<file path="src/rtl/evtc_pkg.sv">
package evtc_pkg;
  localparam int WORD_W    = 32;
  localparam int STS_SHIFT = 16;

  typedef logic [WORD_W-1:0] word_t;

  // Bits of the register that belong to the enable and pending fields.
  function automatic word_t field_mask(input int nsrc, input int ofs);
    word_t m;
    m = '0;
    for (int i = 0; i < nsrc; i++) begin
      m = m | (word_t'(1) << (ofs + i));
      m = m | (word_t'(1) << (ofs + i + STS_SHIFT));
    end
    return m;
  endfunction
endpackage

</file>
<file path="src/rtl/evtc_cell.sv">
// One input: edge detector, sticky pending flag, enable flag.
module evtc_cell (
  input  logic clk,
  input  logic rst,
  input  logic src,
  input  logic wr_stb,
  input  logic en_wr,
  input  logic clr_wr,
  output logic en_q,
  output logic sts_q
);
  logic src_q;
  logic rise;

  assign rise = src & ~src_q;

  always_ff @(posedge clk) begin
    if (rst) begin
      src_q <= 1'b0;
      en_q  <= 1'b0;
      sts_q <= 1'b0;
    end else begin
      src_q <= src;
      if (wr_stb) en_q <= en_wr;
      // a new event outranks an acknowledge in the same cycle
      if (rise)                  sts_q <= 1'b1;
      else if (wr_stb && clr_wr) sts_q <= 1'b0;
    end
  end
endmodule

</file>
<file path="src/rtl/evtc_bus.sv">
// Address decode and registered read port.
module evtc_bus
  import evtc_pkg::*;
#(
  parameter int                ADDR_W   = 8,
  parameter logic [ADDR_W-1:0] REG_ADDR = 8'h20
) (
  input  logic              clk,
  input  logic              rst,
  input  logic              req_valid,
  input  logic              req_write,
  input  logic [ADDR_W-1:0] req_addr,
  input  word_t             image,
  output logic              wr_stb,
  output logic              rd_valid,
  output word_t             rd_data
);
  logic hit;
  logic rd_req;

  assign hit    = (req_addr == REG_ADDR);
  assign rd_req = req_valid & ~req_write;
  assign wr_stb = req_valid & req_write & hit;

  always_ff @(posedge clk) begin
    if (rst) begin
      rd_valid <= 1'b0;
      rd_data  <= '0;
    end else begin
      rd_valid <= rd_req;
      rd_data  <= (rd_req && hit) ? image : '0;
    end
  end
endmodule

</file>
<file path="src/rtl/evtc_merge.sv">
// Registered OR of enabled pending flags.
module evtc_merge #(
  parameter int NUM_SRC = 7
) (
  input  logic               clk,
  input  logic               rst,
  input  logic [NUM_SRC-1:0] pend,
  output logic               irq_out
);
  always_ff @(posedge clk) begin
    if (rst) irq_out <= 1'b0;
    else     irq_out <= |pend;
  end
endmodule

</file>
<file path="src/rtl/evtc_top.sv">
module evtc_top
  import evtc_pkg::*;
#(
  parameter int                NUM_SRC  = 7,
  parameter int                BIT_OFS  = 0,
  parameter int                ADDR_W   = 8,
  parameter logic [ADDR_W-1:0] REG_ADDR = 8'h20
) (
  input  logic               clk,
  input  logic               rst,
  input  logic [NUM_SRC-1:0] src_i,
  input  logic               req_valid,
  input  logic               req_write,
  input  logic [ADDR_W-1:0]  req_addr,
  input  logic [31:0]        req_wdata,
  output logic               rd_valid,
  output logic [31:0]        rd_data,
  output logic               irq_out
);
  localparam word_t FMASK = field_mask(NUM_SRC, BIT_OFS);

  logic [NUM_SRC-1:0] en_vec;
  logic [NUM_SRC-1:0] sts_vec;
  logic [NUM_SRC-1:0] pend_vec;
  logic               wr_stb;
  word_t              image;
  logic               unused_wdata_bits;

  assign unused_wdata_bits = ^(req_wdata & ~FMASK);

  for (genvar i = 0; i < NUM_SRC; i++) begin : g_src
    evtc_cell u_cell (
      .clk    (clk),
      .rst    (rst),
      .src    (src_i[i]),
      .wr_stb (wr_stb),
      .en_wr  (req_wdata[BIT_OFS + i]),
      .clr_wr (req_wdata[BIT_OFS + i + STS_SHIFT]),
      .en_q   (en_vec[i]),
      .sts_q  (sts_vec[i])
    );
  end

  assign pend_vec = sts_vec & en_vec;

  always_comb begin
    image = '0;
    for (int i = 0; i < NUM_SRC; i++) begin
      image = image | (word_t'(en_vec[i])  << (BIT_OFS + i));
      image = image | (word_t'(sts_vec[i]) << (BIT_OFS + i + STS_SHIFT));
    end
  end

  evtc_bus #(
    .ADDR_W   (ADDR_W),
    .REG_ADDR (REG_ADDR)
  ) u_bus (
    .clk       (clk),
    .rst       (rst),
    .req_valid (req_valid),
    .req_write (req_write),
    .req_addr  (req_addr),
    .image     (image),
    .wr_stb    (wr_stb),
    .rd_valid  (rd_valid),
    .rd_data   (rd_data)
  );

  evtc_merge #(
    .NUM_SRC (NUM_SRC)
  ) u_merge (
    .clk     (clk),
    .rst     (rst),
    .pend    (pend_vec),
    .irq_out (irq_out)
  );
endmodule

</file>
<file path="config.mk">
export PLATFORM = sky130hd
export DESIGN_NAME = evtc_top
export DESIGN_NICKNAME = d
export VERILOG_FILES = /design/src/rtl/evtc_pkg.sv /design/src/rtl/evtc_cell.sv /design/src/rtl/evtc_bus.sv /design/src/rtl/evtc_merge.sv /design/src/rtl/evtc_top.sv
export SDC_FILE = /design/constraint.sdc
export NUM_CORES = 1
export LEC_CHECK = 0
export BUFFER_PORTS_ARGS = -buffer_cell sky130_fd_sc_hd__buf_2
export CORE_ASPECT_RATIO = 2
export CORE_MARGIN = 10
export CORE_UTILIZATION = 43
export CTS_CLUSTER_SIZE = 16
export DETAILED_ROUTE_END_ITERATION = 10
export HOLD_SLACK_MARGIN = 0.08
export MAX_ROUTING_LAYER = met4
export PLACE_DENSITY = 0.85
export SLEW_MARGIN = 10
export SYNTH_ARGS = -nofsm -noshare
export SYNTH_HDL_FRONTEND = slang
export SYNTH_SLANG_ARGS = --single-unit
</file>
<file path="constraint.sdc">
create_clock -name clk -period 1.7 [get_ports clk]
set_input_delay 0.085 -clock clk [delete_from_list [all_inputs] [get_ports clk]]
set_output_delay 0.085 -clock clk [all_outputs]
set_load 0.05 [all_outputs]
</file>
Word level (Yosys, flattened, before mapping)
Cells that the tools add are included.

Register bits: 55. Bits of input ports: 51. Output and inout port bits: 34. Word-level logic and storage cells: 89.

Equal/unequal tests: 1. Multiplexer cells: 14. Bitwise logic cells: 33. Reduce and logical (&&, ||, !) cells: 17.

Operator list (count): bitwise OR 32 x 20 -> 32 bit (1); bitwise OR 32 x 21 -> 32 bit (1); bitwise OR 32 x 22 -> 32 bit (1); bitwise OR 32 x 23 -> 32 bit (1); bitwise OR 32 x 5 -> 32 bit (1); bitwise OR 32 x 6 -> 32 bit (1); bitwise OR 32 x 7 -> 32 bit (1); bitwise OR 18 x 19 -> 19 bit (1); bitwise OR 19 x 4 -> 19 bit (1); bitwise OR 17 x 18 -> 18 bit (1); bitwise OR 18 x 3 -> 18 bit (1); bitwise OR 1 x 17 -> 17 bit (1); bitwise OR 17 x 2 -> 17 bit (1); 2-to-1 mux 1 bit (14); nonzero test 2 bit (7); AND 1 bit (10); inverter 1 bit (9); == test 8 x 6 -> 1 bit, second input constant (1); logical AND 1 bit (8); AND 7 bit (1); OR reduction 7 bit (1); OR reduction 2 bit (1).

Logic depth before layout (Yosys ltp)
Gate-level depths: netlist (run 1).

Word-level depth: 13. Depth in mapped cells: 4. Mapped depth without buffers: 3.

By module
A second synthesis (run 1) with hierarchy kept.

Cell total of the unflattened synthesis: 190. Area, all modules: 2185.8 um2.

By module, submodules not included: evtc_bus (instances 1, cells an instance 115, area an instance 1360.1 um2, sequential area each 660.6 um2); evtc_cell (instances 7, cells an instance 9, area an instance 105.1 um2, sequential area each 60.1 um2); evtc_top (instances 1, cells an instance 8, area an instance 47.5 um2, sequential area each 0.0 um2); evtc_merge (instances 1, cells an instance 4, area an instance 42.5 um2, sequential area each 20.0 um2).

Least setup slack after synthesis (run 1)
OpenSTA, ideal clock, no wires.

Path type: in2reg. From: input req_addr[4]. To: register g_src[0].u_cell.en_q. Library setup time: 72 ps. Arrival: 1248 ps. Data required time: 1628 ps. Path slack: 381 ps. Stages: 4. Path buffers: 1. Cell sequence: or4b_4 -> nor3_4 -> buf_6 -> mux2i_1.

Longest elaborated chain between the ends: 2.

RTL lines: start, declared (RTL line evtc_top.sv:14) `input logic [ADDR_W-1:0] req_addr,`; == test 8 x 6 -> 1 bit (RTL line evtc_bus.sv:21) `assign hit = (req_addr == REG_ADDR);`; AND 1 bit (RTL line evtc_bus.sv:23) `assign wr_stb = req_valid & req_write & hit;`; end signal, assigned (RTL line evtc_cell.sv:24) `if (wr_stb) en_q <= en_wr;`; end, declared (RTL line evtc_cell.sv:9) `output logic en_q,`.

No other way between the ends. A chain may end at the register's enable or synchronous reset.

Final worst setup path (run 1)
Same ends and word-level chain as after synthesis.

==> results, run 1 <==
- The clock tree from TritonCTS is done.
- The worst-path cell with the longest stage delay is sky130_fd_sc_hd__or4b_4.
- Sequential elements use 50.8% of the synthesized area.
- The critical register-to-register path startpoint is g_src[5].u_cell.sts_q.
- The number of filler instances in the final layout is approximately 290.
- The die boundary width is 61.2 um.
- The wire length of the first global-routing pass is 5.40 mm.
- The floorplan step defined a die boundary enclosing 0.00626 mm2.
- The die is 102 um tall.
- The simple-gate portion of the synthesized area is roughly a quarter.
- The total via count after detailed routing is 1,087.
- The total buffers and inverters traversed by the critical path is 2.
- The final max-slew violation count is 0.
- The remaining antenna violation count is 0.
- The clock period minus worst slack is 1.17 ns.
- The average routed wire per standard cell is approximately 14 um.
- For the worst-skew pair, the clock arrives at the later sink with an insertion delay of 0.29 ns.
- Averaged over all synthesized cells, the footprint is 10.8 um2.
- The family with the most delay on the worst path is simple AND/OR/NAND/NOR gates.
- No sink is reached through more buffers than the 2 on the longest clock path.
- The run finished with clean final reports.
- Traced cell by cell, the critical path runs through buf_2 > or4b_4 > nor3_4 > buf_12 > mux2i_1.
- The post-synthesis cell area is 0.00146 mm2.
- Data arrives at the worst endpoint at 1.38 ns.
- The synthesized netlist devotes 0% of its cell area to adder and majority cells.
- The fraction of final layout cells sized beyond drive strength 1 is ~29%.
- Across the VDD grid, the largest voltage drop is roughly 0.60 mV.
- The post-layout utilization of the core is between 60% and 70%.
- The signed area change from the synthesized netlist to the final layout is 34.0%.
- The clock drives 37 sinks.
- The total negative slack for setup checks is 0 ns.
- The count of state elements after synthesis is 37.
- The ratio of routed vias to standard cells is approximately 4.5.
- The number of synthesized flops with an enable pin is 0.
- The final worst-path cycle share is slightly below 70%.
- The estimated wirelength of the detail-placed design is ~2.5 mm.
- The final estimated routing congestion in global placement is around 0.75.
- The worst register-to-register path has a depth of 2.
- Summed over all layers, the global routing overflow is 0.
- Multiplexer cells account for 4.80% of the synthesized area.
- The combinational family with the most area after synthesis is simple AND/OR/NAND/NOR gates.
- Setup violations remaining at the end of the flow were counted as 0.
- The ratio of total power to cell area is 871 mW/mm2.
- The synthesized instance count is 135.
- Based on the critical path, the design can be clocked at up to between 0.8 and 0.9 GHz.
- The worst hold path begins at req_valid.
- The category of the critical setup timing path is primary input to register.
- The analysis attributes to cell leakage a power of 0.893 nW.
- The number of global-route vias before repair is 1,227.
- The startpoint type of the worst setup path is a primary input.
- The clock arrives with 0.00378 ns of skew.
- The stage delay of the slowest cell on the critical path is 0.57 ns.
- CTS placed an instance of sky130_fd_sc_hd__clkbuf_8 at the clock tree root.
- Clock tree synthesis inserted a total of 5 buffers.
- The count of standard-cell rows is 29.
- The final layout contains between 200 and 300 nets.
- Tracing the worst setup path back leads to its startpoint at req_addr[4].
- For this run, the detailed router's first-pass iteration total came to 4.
- The synthesized netlist devotes 6.35% of its cell area to compound gates.
- The worst hold path passes through 3 cells.
- The H-tree was split into 2 levels.
- In the synthesized netlist the dominant register cell turns out to be sky130_fd_sc_hd__dfxtp_1.
- After clock tree synthesis, the clock-pin slew on the worst setup and hold paths is 0.07 ns.
- Of all nets on the critical path, the largest fanout is 14.
- The total I/O pin count is between 80 and 90.
- Data on the critical path is required at its endpoint by 1.91 ns.
- The endpoint identified for the worst register-to-register timing path is u_merge.irq_out.
- The DRC violations left is 0.
- Once the clock tree was built, the setup fixing pass inserted 0 buffers.
- Buffers placed on the I/O ports in this run total 48.
- The worst setup path is captured at a register.
- After the first detailed-routing iteration, the DRC count stood at 12.
- The number of distinct library cells after synthesis is 19.
- In the global route stage, overall resource usage came out at a little under an eighth.
- The initial antenna violation count is 1.
- The area share of xor/xnor cells in the synthesized design is 0%.
- Setup repair after global routing left no endpoint under its margin.
- The Yosys warning count is 0.
- The hold-critical path endpoint is u_bus.rd_valid.
- Counting flops with an async set or reset pin after synthesis yields a share of 0%.
- The initial utilization of the core area, before any placement, comes to a little under half.
- The total detailed-routing wirelength is approximately 3.3 mm.
- The type of the worst min-delay path is primary input to register.
- The hold violation count in the final report came to 0.
- The area inside the core boundary is 0.00323 mm2.
- The tool flagged a number of max-cap violations equal to 0.
- The reg2reg setup slack is 0.72 ns.
- Entering global routing, the biggest net connects 32 pins.
## stage by stage
| step | instance area (um2) | instances | worst slack (ns) | hold WS (ns) | total power, mW |
|---|---|---|---|---|---|
| floorplan | 1520 | 152 | 0.381 | 0.194 | 1.09 |
| global placement | 1660 | 210 | 0.301 | 0.278 | 1.11 |
| detailed placement | 1660 | 210 | 0.254 | 0.287 | 1.11 |
| CTS | 1950 | 239 | 0.558 | 0.117 | 1.72 |
| global route | 1960 | 240 | 0.471 | 0.146 | 1.78 |
| finish | 1960 | 240 | 0.528 | 0.125 | 1.70 |
## tightest hold or removal path: stages
cell,delay [ns]
sky130_fd_sc_hd__buf_2,0.09
sky130_fd_sc_hd__nand2b_1,0.10
sky130_fd_sc_hd__nor2_1,0.10
## layout by cell type, fill, tap and decap left out
cell                            Yosys  final
sky130_fd_sc_hd__buf_12             0      1
sky130_fd_sc_hd__conb_1             1     18
sky130_fd_sc_hd__nor4_4             1      1
sky130_fd_sc_hd__a31oi_1            1      1
sky130_fd_sc_hd__diode_2            0      1
sky130_fd_sc_hd__or4_4              1      1
sky130_fd_sc_hd__buf_2              0     48
sky130_fd_sc_hd__mux2i_1            7      7
sky130_fd_sc_hd__dlygate4sd3_1      0     21
sky130_fd_sc_hd__nor3_4             1      1
sky130_fd_sc_hd__clkinv_2           0      2
sky130_fd_sc_hd__or4b_4             1      1
sky130_fd_sc_hd__clkbuf_8           0      5
sky130_fd_sc_hd__and2_1            14     14
sky130_fd_sc_hd__nand2_1            1      1
sky130_fd_sc_hd__buf_4             18      1
sky130_fd_sc_hd__nand2b_1          22     22
sky130_fd_sc_hd__nor2_1             1      1
sky130_fd_sc_hd__a222oi_1           1      1
sky130_fd_sc_hd__clkbuf_1           3      1
sky130_fd_sc_hd__a22oi_1            2      2
sky130_fd_sc_hd__dfxtp_1           37     37
sky130_fd_sc_hd__a311oi_1           7      7
sky130_fd_sc_hd__nor2b_1           14     14
## layer usage
layer	global-route usage, %	routed length [um]	up-vias
li1	-	-	554
met1	11.2	1190	478
met2	19.5	1750	46
met3	3.98	244	9
met4	7.79	93	0
met5	-	0	-
## what timing repair did
| item | in CTS | in global routing |
|---|---|---|
| gates resized for setup | 0 | 0 |
| endpoints found under the hold margin | 21 | 0 |
| hold buffers | 21 | 0 |
## cells in the mapped netlist (2+ instances only)
library cell	number	area (um2)
sky130_fd_sc_hd__buf_4	18	135
sky130_fd_sc_hd__nand2b_1	22	138
sky130_fd_sc_hd__a22oi_1	2	15.0
sky130_fd_sc_hd__dfxtp_1	37	741
sky130_fd_sc_hd__a311oi_1	7	61.3
sky130_fd_sc_hd__mux2i_1	7	70.1
sky130_fd_sc_hd__and2_1	14	87.6
sky130_fd_sc_hd__clkbuf_1	3	11.3
sky130_fd_sc_hd__buf_6	2	22.5
sky130_fd_sc_hd__nor2b_1	14	87.6
## where the power goes
| group | switching [mW] | internal, mW | total (mW) |
|---|---|---|---|
| clock | 0.288 | 0.283 | 0.572 |
| sequential | 0.0123 | 0.890 | 0.902 |
| combinational | 0.142 | 0.0888 | 0.231 |
| total | 0.442 | 1.26 | 1.70 |
## cell type report
class	count	area, um2	area share [%]
tap	31	38.8	1.98
timing repair buffer	71	478	24.4
clock inverter	2	10.0	0.512
clock buffer	6	72.6	3.71
multi-input combinational	92	613	31.3
sequential	37	741	37.9
antenna	1	2.50	0.128
## flip-flops by register name, indices dropped and copies added (netlist names)
register and count:
u_bus.rd_data 14, g_src.u_cell.en_q 7, g_src.u_cell.src_q 7, g_src.u_cell.sts_q 7, u_bus.rd_valid 1, u_merge.irq_out 1
## how the worst max path moves through the flow
| stage | end | slack, ns | cells after the start |
|---|---|---|---|
| 6_report | g_src[0].u_cell.en_q | 0.53 | 5 |
| 4_1_cts | g_src[6].u_cell.en_q | 0.56 | 5 |
| 5_1_grt | g_src[0].u_cell.en_q | 0.47 | 5 |
| 3_5_place_dp | g_src[6].u_cell.en_q | 0.25 | 5 |
| 2_1_floorplan | g_src[0].u_cell.en_q | 0.38 | 4 |
| 3_3_place_gp | g_src[0].u_cell.en_q | 0.30 | 5 |
## cells by family (layout without fill, tap and decap cells)
kind of cell	after synthesis	in the layout
and+or+nand+nor	56	56
AOI/OAI and AO/OA	11	11
muxes	7	7
DFF	37	37
buffers and inverters	23	79
other	1	19
Note: power is estimated with default switching activity, not from simulation.
==> run 2: changes to the inputs <==
--- a/config.mk
+++ b/config.mk
@@ -5,10 +5,11 @@
 export SDC_FILE = /design/constraint.sdc
 export NUM_CORES = 1
 export LEC_CHECK = 0
+export ABC_AREA = 1
 export BUFFER_PORTS_ARGS = -buffer_cell sky130_fd_sc_hd__buf_2
 export CORE_ASPECT_RATIO = 2
 export CORE_MARGIN = 10
-export CORE_UTILIZATION = 43
+export CORE_UTILIZATION = 44
 export CTS_CLUSTER_SIZE = 16
 export DETAILED_ROUTE_END_ITERATION = 10
 export HOLD_SLACK_MARGIN = 0.08
==> constraint.sdc (replaced) <==
create_clock -name clk -period 1.15 [get_ports clk]
set_input_delay 0.0575 -clock clk [delete_from_list [all_inputs] [get_ports clk]]
set_output_delay 0.0575 -clock clk [all_outputs]
set_load 0.05 [all_outputs]
==> results, run 2 <==
- The count of state elements after synthesis is 37.
- Setup slack on the worst reg-to-reg path comes out at 0.32 ns.
- Post-CTS timing repair inserted 0 buffers for setup.
- The number of synthesized flops with an enable pin is 0.
- Buffers placed on the I/O ports in this run total 48.
- Routability-driven placement finished with a final weighted congestion of just over 0.7.
- The final worst-path cycle share is 91.7%.
- The arrival time at the worst endpoint is 1.24 ns.
- Setup repair after global routing left no endpoint under its margin.
- The flow ran to the end, and the final reports show no timing, DRC or antenna violations.
- The H-tree depth reported by CTS is 2.
- The cell count after synthesis came out at 205.
- The floorplan step defined a core boundary enclosing 0.00342 mm2.
- The clock period minus worst slack is roughly 1.1 ns.
- The die area is 0.00653 mm2.
- The total detailed-routing wirelength is 3.55 mm.
- The floorplan has 30 rows.
- The repair_antennas step left the layout with diodes totalling 0.
- The first routing iteration left 23 violations.
- The worst setup path endpoint is g_src[6].u_cell.en_q.
- The critical path is of the primary input to register type.
- The most common flop cell mapped by yosys is sky130_fd_sc_hd__dfxtp_1.
- The average routed wire per standard cell is 11.0 um.
- The top cell types in the final layout, fill and taps aside, are 48 x sky130_fd_sc_hd__buf_2, 37 x sky130_fd_sc_hd__inv_1, 37 x sky130_fd_sc_hd__dfxtp_1.
- The hold violation count in the final report is 0.
- The pre-antenna-repair detailed-routing pass consisted of 5 iterations.
- The startpoint type of the worst setup path is a primary input.
- The type of destination of the critical path is a register.
- The total buffers and inverters traversed by the critical path is 4.
- The setup slack at placement is 0.148 ns.
- The die boundary width is 62.4 um.
- Detailed placement finished with a half-perimeter wire length of 2.64 mm.
- In this run the number of cells on the critical path is 7.
- TritonCTS built the clock tree.
- The ratio of total power to cell area is 1280 mW/mm2.
- The signed area change from the synthesized netlist to the final layout is 30.5%.
- Setup total negative slack on the finished layout was measured at 0 ns.
- The clock net sink count is 37.
- The register name with the most flops is u_bus.rd_data.
- The number of buffers created by CTS is 5.
- The initial antenna violation count is 0.
- The maximum clock frequency is 0.948 GHz.
- The number of distinct library cells after synthesis is 16.
- In this run the count of I/O pins placed on the die edge is 85.
- In the final layout, the share of cells above drive strength 1 is 28.1%.
- In this run the deepest clock path goes through 2 buffers.
- The clock-pin slew on the worst setup and hold paths is 0.07 ns.
- The Yosys warning count is 0.
- The post-layout utilization of the core is 60.4%.
- The number of max-capacitance violations reported is 0.
- The maximum VDD drop is 1.12 mV.
- In this run the vertical extent of the chip is 105 um.
- The leakage power of the design is 1.05 nW.
- The DRC violations left is 0.
- The final worst-path setup slack is between 0.09 and 0.1 ns.
- The final max-slew violation count is 0.
- The worst register-to-register path ends at u_merge.irq_out.
- At the worst endpoint, the required time is 1.34 ns.
- The worst-path cell with the longest stage delay is sky130_fd_sc_hd__dlygate4sd3_1.
- The timing startpoint of the critical path is req_valid.
- The number of global-route vias before repair is 1,338.
- The first global-routing pass estimated 5.96 mm of wire.
- For this run, the post-layout net count is 324.
- The average footprint of a synthesized cell is approximately 7.7 um2.
- The share of the synthesized area in the top cell type is 46.9%.
- The family with the most delay on the worst path is buffers and inverters.
- The ratio of routed vias to standard cells is 4.03.
- The critical register-to-register path startpoint is g_src[3].u_cell.en_q.
- The effective utilization at floorplan is 46.3%.
- Across every metal layer, demand over resource in global routing totals 11.5%.
- The total grt overflow is 0.
- The critical-path maximum fanout is 21.
- The share of synthesized area occupied by flip-flops and latches is 46.9%.
- The register with the most flip-flops in the layout has 14 of them.
- The library cell used most frequently in the layout, excluding fill and tap cells, is sky130_fd_sc_hd__buf_2.
- Entering global routing, the biggest net connects 23 pins.
- The number of cell instances on the worst register-to-register path is 4.
- The clock latency on the worst-skew pair is 0.29 ns.
- The total via count after detailed routing is between 1,000 and 1,500.
- Setup violations remaining at the end of the flow were counted as 0.
- On the final layout, the worst clock skew is between 0.006 and 0.007 ns.
- The type of the worst min-delay path is primary input to register.
- For this run, the slowest stage of the critical path takes 0.54 ns.
- The async set-reset flop share out of synthesis is 0%.
- Ranked by instance count, the synthesized netlist is headed by 37 x sky130_fd_sc_hd__dfxtp_1, 37 x sky130_fd_sc_hd__inv_1, 33 x sky130_fd_sc_hd__nand2_1, 28 x sky130_fd_sc_hd__nor2_1, 19 x sky130_fd_sc_hd__buf_4.
- The critical path goes through dlygate4sd3_1 > buf_2 > nand2_1 > inv_1 > buf_6 > a21oi_1 > nor2_1.
- In the post-synthesis netlist, the biggest area contributors are sky130_fd_sc_hd__dfxtp_1 47%, sky130_fd_sc_hd__buf_4 9.0%, sky130_fd_sc_hd__inv_1 8.8%.
- The library cell occupying the most area in the post-synthesis netlist is sky130_fd_sc_hd__dfxtp_1.
- The remaining antenna violation count is 0.
- The root buffer cell is sky130_fd_sc_hd__clkbuf_8.
- The cell area that synthesis handed to floorplanning was roughly 0.0016 mm2.
run 2: layout make-up:
type	count	area (um2)
fill	307	1350
sequential	37	741
multi-input combinational	122	558
timing repair buffer	69	459
inverter	38	148
clock buffer	6	82.6
tap	48	60.1
clock inverter	2	13.8
run 2: cells by family (layout without fill, tap and decap cells):
family | Yosys count | in the layout | synth area share, %
AOI/OAI and AO/OA | 12 | 12 | 3.80
buffers and inverters | 63 | 115 | 21.9
DFF | 37 | 37 | 46.9
other | 1 | 18 | 0.237
and+or+nand+nor | 92 | 92 | 27.2
run 2: power by group:
group	leakage (nW)	internal, mW	switching, mW
Clock	0.0512	0.485	0.456
Sequential	0.302	1.32	0.0127
Combinational	0.694	0.121	0.251
Total	1.05	1.93	0.720
run 2: how the worst min path moves through the flow:
stage	start	endpoint	cells past startpoint
after floorplan	req_write	u_bus.rd_valid	1
after global placement	req_write	u_bus.rd_valid	2
after detailed placement	req_write	u_bus.rd_valid	2
after CTS	req_wdata[6]	g_src[6].u_cell.en_q	5
after global routing	req_wdata[2]	g_src[2].u_cell.en_q	5
final	req_wdata[6]	g_src[6].u_cell.en_q	5
run 2: repair_timing:
item,in CTS,in global routing
hold buffers,18,0
endpoints found under the setup margin,0,14
hold endpoints to repair,17,0
gates resized for setup,0,1
run 2: per-stage QoR:
stage                     total power, mW  instance area [um2]  cells  hold slack [ns]
after floorplan                      1.65                 1640    222            0.134
after global placement               1.67                 1780    296            0.267
after detailed placement             1.68                 1780    296            0.268
after CTS                            2.66                 2060    322           0.0802
after global routing                 2.76                 2060    322            0.127
final                                2.65                 2060    322           0.0847
run 2: metal layers:
| layer | track usage (%) | vias to the layer above | wire length (um) |
|---|---|---|---|
| met5 | - | - | 0 |
| li1 | - | 695 | - |
| met1 | 11.4 | 553 | 1450 |
| met4 | 7.40 | 0 | 111 |
| met3 | 2.89 | 8 | 142 |
| met2 | 19.6 | 41 | 1850 |
run 2: worst register-to-register path: stages, from the launching register on:
cell and delay [ns]:
sky130_fd_sc_hd__dfxtp_1 0.34, sky130_fd_sc_hd__inv_1 0.07, sky130_fd_sc_hd__o21ai_0 0.15, sky130_fd_sc_hd__nor2_1 0.07, sky130_fd_sc_hd__a21oi_1 0.14
==> run 3: changes to the inputs <==
--- a/config.mk
+++ b/config.mk
@@ -7,7 +7,7 @@
 export LEC_CHECK = 0
 export ABC_AREA = 1
 export BUFFER_PORTS_ARGS = -buffer_cell sky130_fd_sc_hd__buf_2
-export CORE_ASPECT_RATIO = 2
+export CORE_ASPECT_RATIO = 1.1
 export CORE_MARGIN = 10
 export CORE_UTILIZATION = 44
 export CTS_CLUSTER_SIZE = 16
==> results, run 3 (synthesis gave the netlist of run 2 again) <==
- The run finished with clean final reports.
- The number of buffers inserted by port buffering is 48.
- The number of setup violations in the final report is 0.
- The remaining antenna violation count is 0.
- After clock tree synthesis, the clock-pin slew on the worst setup and hold paths is 0.10 ns.
- The routed layout has 1,342 vias.
- The leading cell type in the layout, fill and taps excluded is sky130_fd_sc_hd__buf_2.
- Compared with the post-synthesis result, the final layout area differs by 32.2%.
- The hold violation count in the final report was 0.
- In the final timing run, aggregate negative setup slack is 0 ns.
- The final layout contains 331 nets.
- The clock tree from TritonCTS is done.
- The final hold slack is 0.0867 ns.
- Buffers added to address setup during post-CTS repair amount to 0.
- 85 I/O pins were placed.
- The wire length of the first global-routing pass is 5.99 mm.
- The most repeated library cell on the critical path is sky130_fd_sc_hd__dlygate4sd3_1.
- Routability-driven placement finished with a final weighted congestion of just over 0.8.
- The register with the most flip-flops in the final layout is u_bus.rd_data.
- The placed cell area is 0.00178 mm2.
- Entering global routing, the biggest net connects 23 pins.
- The post-route cell area is around 0.0021 mm2.
- The min-delay analysis places its worst path in the category primary input to register.
- After detailed routing, the average wire length per cell comes to 10.9 um.
- Along the worst path, the maximum fanout reaches 2.
- Counting every sink on the clock net gives 37.
- The pre-antenna-repair detailed-routing pass consisted of 4 iterations.
- The number of global-route vias before repair is ~1,400.
- The all-layer global routing usage is about an eighth.
- The startpoint type of the worst setup path is a primary input.
- The ratio of total power to cell area is 1150 mW/mm2.
- On the worst path, the slowest cell contributes a delay of 0.55 ns.
- The number of buffers between clock root and the deepest sink is 2.
- The number of flip-flops under the largest register name is 14.
- In the layout the commonest cells are 48 x sky130_fd_sc_hd__buf_2, 37 x sky130_fd_sc_hd__inv_1, 37 x sky130_fd_sc_hd__dfxtp_1.
- The fraction of final layout cells sized beyond drive strength 1 is 26.8%.
- Setup repair after global routing left no endpoint under its margin.
- For the final database, setup skew stands at 0.00524 ns.
- In the global route stage, met3 resource usage came out at 4.20%.
- Detailed placement finished with a half-perimeter wire length of 2.55 mm.
- The maximum clock frequency is just over 0.9 GHz.
- Counting the buffers created by CTS gives 5.
- Overall power consumption after layout is estimated at between 2 and 2.5 mW.
- Global routing finished with a remaining overflow of 0.
- The initial antenna violation count came to 1.
- The ratio of routed vias to standard cells is 4.08.
- VDD sags by at most around 0.65 mV.
- The floorplan step set the die height to 82.9 um.
- The clock tree synthesis step divided the H-tree into 2 levels.
- The final max-slew violation count came to 0.
- The count of standard-cell rows is 22.
- The die boundary width is slightly below 80 um.
- The clock period minus worst slack is 1.10 ns.
- The met1 track demand over resource in global routing is 11.0%.
- The largest individual stage delay along the critical path comes from the cell sky130_fd_sc_hd__dlygate4sd3_1.
- The total detailed-routing wirelength is roughly 3.6 mm.
- The core region is 0.00339 mm2.
- Dividing the final minimum period by the clock period gives 95.8%.
- The met2 usage is 20.3%.
- The die covers 0.00639 mm2.
- The busiest layer in global routing is met2.
- The initial detailed-routing violation count is 42.
- The required time of the critical path is ~1.4 ns.
- The effective utilization at floorplan is 46.7%.
- STA classifies the critical path endpoint as a register.
- The number of max-capacitance violations reported is 0.
- The DRC violations left is 0.
- For this run, the share of the core covered by cells in the final layout is 61.7%.
- Walking the worst path, the cells encountered are dlygate4sd3_1 > buf_2 > inv_1 > nor2_1 > dlygate4sd3_1.
- The clock reaches the later pin of the worst-skew pair after between 0.3 and 0.4 ns.
- At the worst endpoint, the arrival time is 1.33 ns.
- The leakage power of the design is around 1.1 nW.
- The root buffer cell is sky130_fd_sc_hd__clkbuf_4.
- The worst setup path is of the primary input to register kind.
run 3: cell count changes in the layout (fill, tap and decap cells not counted), sizes merged:
cell,delta
clkinv,-2
diode,+1
dlygate4sd3,+7
clkbuf,+1
run 3: repair_timing:
item | 4_1_cts | 5_1_grt
hold buffers | 25 | 1
resized for setup | 0 | 0
endpoints found under the setup margin | 0 | 1
endpoints found under the hold margin | 22 | 1
run 3: final timing paths:
check | from | endpoint | slack, ns | cells past startpoint
worst min-delay path | rst | g_src[2].u_cell.sts_q | 0.09 | 4
worst min register to register | g_src[2].u_cell.en_q | u_bus.rd_data[2] | 0.45 | 2
worst max register to register | g_src[3].u_cell.en_q | u_merge.irq_out | 0.27 | 4
worst max-delay path | src_i[1] | g_src[1].u_cell.src_q | 0.05 | 5
run 3: metal layers:
metal	share of wire, %	vias to the layer above
met5	0	-
met1	41	576
li1	-	713
met2	50	43
met4	2.7	0
met3	5.8	10
run 3: cell type report:
cell class,count,area (um2)
timing repair buffer,76,526
tap,48,60.1
antenna,1,2.50
inverter,38,148
sequential,37,741
clock buffer,7,55.1
fill,308,1300
multi-input combinational,122,558
run 3: stage by stage:
stage / setup WS (ns) / cells
4_1_cts: 0.0344 / 328
5_1_grt: 0.000572 / 329
2_1_floorplan: 0.365 / 222
3_5_place_dp: 0.141 / 296
6_report: 0.0483 / 329
3_3_place_gp: 0.193 / 296
run 3: worst max-delay path, delay by kind of cell:
family,cells,cell delay [ns]
buffers and inverters,4,1.24
AND/OR/NAND/NOR,1,0.04
run 3: power by group:
group / switching, mW / internal (mW)
sequential: 0.0143 / 1.32
combinational: 0.255 / 0.135
clock: 0.381 / 0.288
total: 0.650 / 1.74
